$ cat src/rtl/irq_chain_pkg.sv
package irq_chain_pkg;
  typedef enum logic [1:0] {
    ST_IDLE  = 2'd0,
    ST_CLAIM = 2'd1,
    ST_PASS  = 2'd2
  } chain_state_e;
endpackage

$ cat src/rtl/irq_prio_stage.sv
// One link of the acknowledge chain: take the token if requesting, else forward it.
module irq_prio_stage (
  input  logic req,
  input  logic grant_in,
  output logic take,
  output logic grant_out
);
  always_comb begin
    take      = req & grant_in;
    grant_out = grant_in & ~req;
  end
endmodule

$ cat src/rtl/irq_vec_gen.sv
// Maps the one-hot winning stage to its vector address.
module irq_vec_gen #(
  parameter int NCH = 4,
  parameter int VW  = 16
) (
  input  logic [2*NCH-1:0] take,
  input  logic [VW-1:0]    vec_base,
  output logic [VW-1:0]    vec
);
  localparam int NSRC = 2 * NCH;
  logic [VW-1:0] offset;

  always_comb begin
    offset = '0;
    for (int k = 0; k < NSRC; k++) begin
      if (take[k]) begin
        if (k < NCH) offset = offset | VW'(k * 8);
        else         offset = offset | VW'((k - NCH) * 8 + 4);
      end
    end
    vec = vec_base + offset;
  end
endmodule

$ cat src/rtl/irq_prio_chain.sv
module irq_prio_chain #(
  parameter int NCH = 4,
  parameter int VW  = 16
) (
  input  logic           clk,
  input  logic           rst,
  input  logic [NCH-1:0] rx_req,
  input  logic [NCH-1:0] tx_req,
  input  logic [VW-1:0]  vec_base,
  input  logic           ack_in,
  input  logic           vec_rd,
  output logic           bus_req,
  output logic           ack_out,
  output logic           vec_valid,
  output logic [VW-1:0]  vec_out
);
  import irq_chain_pkg::*;

  localparam int NSRC = 2 * NCH;

  // Stage order = priority order: receives first, then transmits.
  logic [NSRC-1:0] src_req;
  logic [NSRC:0]   grant;
  logic [NSRC-1:0] take;
  logic [VW-1:0]   vec_next;

  assign src_req  = {tx_req, rx_req};
  assign grant[0] = 1'b1;

  for (genvar k = 0; k < NSRC; k++) begin : g_stage
    irq_prio_stage u_stage (
      .req       (src_req[k]),
      .grant_in  (grant[k]),
      .take      (take[k]),
      .grant_out (grant[k+1])
    );
  end

  irq_vec_gen #(.NCH(NCH), .VW(VW)) u_vec (
    .take     (take),
    .vec_base (vec_base),
    .vec      (vec_next)
  );

  chain_state_e state;
  logic         ack_d;
  logic         ack_rise;

  assign ack_rise = ack_in & ~ack_d;

  always_ff @(posedge clk) begin
    if (rst) begin
      state     <= ST_IDLE;
      ack_d     <= 1'b0;
      bus_req   <= 1'b0;
      ack_out   <= 1'b0;
      vec_valid <= 1'b0;
      vec_out   <= '0;
    end else begin
      ack_d   <= ack_in;
      bus_req <= |src_req;
      case (state)
        ST_IDLE: begin
          ack_out   <= 1'b0;
          vec_valid <= 1'b0;
          if (ack_rise) begin
            if (~grant[NSRC]) begin
              state     <= ST_CLAIM;
              vec_valid <= 1'b1;
              vec_out   <= vec_next;
            end else begin
              state   <= ST_PASS;
              ack_out <= 1'b1;
            end
          end
        end
        ST_CLAIM: begin
          ack_out <= 1'b0;
          if (!ack_in) begin
            state     <= ST_IDLE;
            vec_valid <= 1'b0;
          end else if (vec_rd) begin
            vec_valid <= 1'b0;
          end
        end
        ST_PASS: begin
          vec_valid <= 1'b0;
          if (!ack_in) begin
            state   <= ST_IDLE;
            ack_out <= 1'b0;
          end
        end
        default: begin
          state     <= ST_IDLE;
          ack_out   <= 1'b0;
          vec_valid <= 1'b0;
        end
      endcase
    end
  end

  // Assertions
  AST_BUSREQ_SET: assert property (@(posedge clk) disable iff (rst)
    (|{tx_req, rx_req}) |=> bus_req);
  AST_BUSREQ_CLR: assert property (@(posedge clk) disable iff (rst)
    !(|{tx_req, rx_req}) |=> !bus_req);
  AST_ACK_EXCL: assert property (@(posedge clk) disable iff (rst)
    !(ack_out && vec_valid));
  AST_VEC_HOLD: assert property (@(posedge clk) disable iff (rst)
    (vec_valid && $past(vec_valid)) |-> $stable(vec_out));
  AST_RD_DROP: assert property (@(posedge clk) disable iff (rst)
    (vec_valid && vec_rd) |=> !vec_valid);
  AST_RELEASE: assert property (@(posedge clk) disable iff (rst)
    !ack_in |=> (!ack_out && !vec_valid));
  AST_PASS_EMPTY: assert property (@(posedge clk) disable iff (rst)
    (ack_in && !ack_d && !(|{tx_req, rx_req})) |=> ack_out);
endmodule

$ cat config.mk
export PLATFORM = sky130hd
export DESIGN_NAME = irq_prio_chain
export DESIGN_NICKNAME = d
export VERILOG_FILES = /design/src/rtl/irq_chain_pkg.sv /design/src/rtl/irq_prio_stage.sv /design/src/rtl/irq_vec_gen.sv /design/src/rtl/irq_prio_chain.sv
export SDC_FILE = /design/constraint.sdc
export NUM_CORES = 1
export LEC_CHECK = 0
export BUFFER_PORTS_ARGS = -buffer_cell sky130_fd_sc_hd__buf_2
export CORE_UTILIZATION = 43
export DETAILED_ROUTE_END_ITERATION = 8
export PLACE_DENSITY = 0.79
export RECOVER_POWER = 100
export SETUP_SLACK_MARGIN = 0.02
export SLEW_MARGIN = 20
export SYNTH_ARGS = -nofsm -noshare
export SYNTH_HDL_FRONTEND = slang
export SYNTH_SLANG_ARGS = --single-unit
$ cat constraint.sdc
create_clock -name clk -period 2.94 [get_ports clk]
set_input_delay 0.882 -clock clk [delete_from_list [all_inputs] [get_ports clk]]
set_output_delay 0.882 -clock clk [all_outputs]
set_load 0.02 [all_outputs]
==> results.toml <==
[clock_tree]
clk_latency_ns = 0.30
cts_tree = "built"
cts_made_buffers = 3
clockBufferDepth = 2
post_cts_buffers = 0
htree_levels = 1
clock-sinks = 22
cts-root-buf = "clkbuf_4"
clkTransAtPathRegs_ns = 0.13

[timing]
fmax_mhz = 360.9
max-slew-margin-rel_pct = 32.59
fin_crit_sh_pct = 94.26
tightest_slew_ns = 1.011
skew_ns = 0.01154
hold_viol = 0
min_period_ns = 2.771
rsz0062_at_grt = "no"
finalSetupViolations = 0
worst_slack_ns = 0.1688
drv_slew = 0

[drt]
drtPass1Iterations = 4
routed_wl_mm = 2.579
antenna_left = 0
drc = 0
vias = 1165
drt-wirelength-per-cell_um = 11.46
drt_first_iter_violations = 35
vias_per_cell = 5.178

[pwr]
p_leak_nw = 0.6200
finalPower_mw = 0.7262
cellPowerDensity_nw_per_um2 = 473.0
peakVddDrop_mv = 0.2774

[layout]
seqCellArea_um2 = 440.4
multi_input_area_um2 = 720.7
final_util_pct = 56.16
drive_gt1_share_pct = 21.13
num_antenna_cells = 0
nets = 230
layout_commonest_cell = "buf_2"
stdcell_count = 225
most-common-layout-cells = "25 x buf_2, 24 x nor2_1, 24 x clkbuf_1"
syn_to_final_growth_pct = 24.95
fill_cells = 257

[synth]
synth_cells = 141
synth_fp_nets = 176
synth_cell_types = 32
seq_area_frac_synth_pct = 35.85
synth_area_per_cell_um2 = 8.714
ys_seq_elements = 22
synth.cell_area_um2 = 1229
synth_warnings = 0

[placed_design]
dp_hpwl_mm = 2.056
pre_cts_ws_ns = -0.1742
io_buffer_count = 46
globalplace.congestion = 0.7788
dp_cells = 221

[worst_setup_path]
ff2ff_path_depth = 6
setup.worst_path.start = "tx_req[1]"
crit_path_end = "vec_out[14]"
end_kind = "register"
arrival_ns = 2.99
rrSetupSlack_ns = 0.74
timing.rr.end = "vec_out[5]"
required_ns = 3.16
start_kind = "primary input"
cp_max_fo = 5
path_class = "primary input to register"
worstReg2RegStart = "state[0]"

[global_route]
grt_antenna_before_repair = 0
grt_pass1_wl_mm = 4.505
overflow = 0
grt_max_degree = 31
grt_pass1_vias = 1111
grt_util_all_layers_pct = 17.62

[die]
num_rows = 19
core_um2 = 2734
die_h_um = 55.46
pin_count = 47
dieArea_um2 = 3075
die_x_um = 55.46
initial_core_util_pct = 44.94

[flow_run]
cap_violations = 0

[run_status]
status = "complete, no violations"

[min_path]
holdCritPathClass = "register to register"
-- synth_stat cells --
library cell  count  area [µm²]
a211oi_1         10       75.07
a21oi_1           9       45.04
a21oi_2           1       8.760
a22oi_1           1       7.510
a311oi_1          2       17.52
a31o_2            2       17.52
a32oi_1           1       8.760
and3_1            1       6.260
and3b_1           1       8.760
buf_1             1       3.750
buf_6             3       33.78
clkbuf_1          1       3.750
dfxtp_1          22       440.4
fa_1              1       20.02
ha_1              6       75.07
inv_1             8       30.03
mux2i_1           5       50.05
nand2_1           5       18.77
nand2b_1          1       6.260
nand2b_4          1       13.76
nand3_1           5       25.02
nand3b_1          1       7.510
nand4_1           4       25.02
nor2_1           24       90.09
nor2b_1           4       25.02
nor3_1            5       25.02
nor4_1            1       6.260
o21a_4            1       15.01
o21ai_0           2       10.01
o21bai_1          1       7.510
or4_4             2       22.52
xnor2_1           9       78.83
-- worst min-delay path by stage --
stage | from | endpoint | slack, ns | cells past startpoint
2_1_floorplan | state[1] | state[1] | 0.48 | 2
3_3_place_gp | ack_out | ack_out | 0.45 | 2
3_5_place_dp | ack_out | ack_out | 0.47 | 2
4_1_cts | ack_out | ack_out | 0.49 | 2
5_1_grt | ack_out | ack_out | 0.50 | 2
6_report | ack_out | ack_out | 0.49 | 2
-- worst max-delay path: stages --
cell and delay, ns:
clkbuf_1 0.10, or4_4 0.54, nor2b_1 0.15, ha_1 0.20, fa_1 0.45, a21oi_4 0.24
nor4_1 0.08, xnor2_1 0.13, a211oi_1 0.23
-- stage by stage --
step	hold slack, ns	instance area [µm²]	TNS (ns)
after floorplan	0.4796	1232	0
after global placement	0.4505	1520	-0.4725
after detailed placement	0.4681	1520	-0.7485
after CTS	0.4865	1573	0
after global routing	0.5013	1535	0
final	0.4902	1535	0
-- registers in the layout, indices dropped and copies added (netlist names) --
signal     cells
vec_out       16
state          2
ack_d          1
ack_out        1
bus_req        1
vec_valid      1
-- metal layers --
layer	part of all wire [%]	up-vias	GRT usage, %
met5	0	-	0
met4	0	0	3.571
met3	4.8	0	2.810
met2	51	27	31.33
met1	44	532	22.49
li1	-	606	-
-- layout make-up --
class | instances | area share (%)
clock inverters | 1 | 1.956
clock buffers | 3 | 1.467
inverters | 8 | 1.956
flip-flops and latches | 22 | 28.69
well taps | 31 | 2.526
multi-input cells | 106 | 46.94
repair buffers | 54 | 16.46
-- timing repair --
item	in CTS	in global routing
gates resized for setup	0	1
endpoints found under the setup margin	0	1
hold buffers	0	0
-- cells by family (layout without fill, tap and decap cells) --
group | Yosys count | in the layout | share of synthesized area (%)
AO/OA/AOI/OAI | 30 | 30 | 17.31
buffers and inverters | 13 | 66 | 5.804
XOR/XNOR | 9 | 9 | 6.416
flip-flops | 22 | 22 | 35.85
multiplexers | 5 | 5 | 4.073
adder cells (fa/ha/maj) | 7 | 7 | 7.739
AND/OR/NAND/NOR | 55 | 55 | 22.81
-- power breakdown --
part | total (mW) | internal (mW) | leakage (nW) | switching (mW)
logic | 0.166 | 0.0666 | 0.411 | 0.0994
clock network | 0.228 | 0.138 | 0.0279 | 0.0903
registers | 0.332 | 0.320 | 0.181 | 0.0119
No activity file was read; power rests on OpenSTA's default activity.
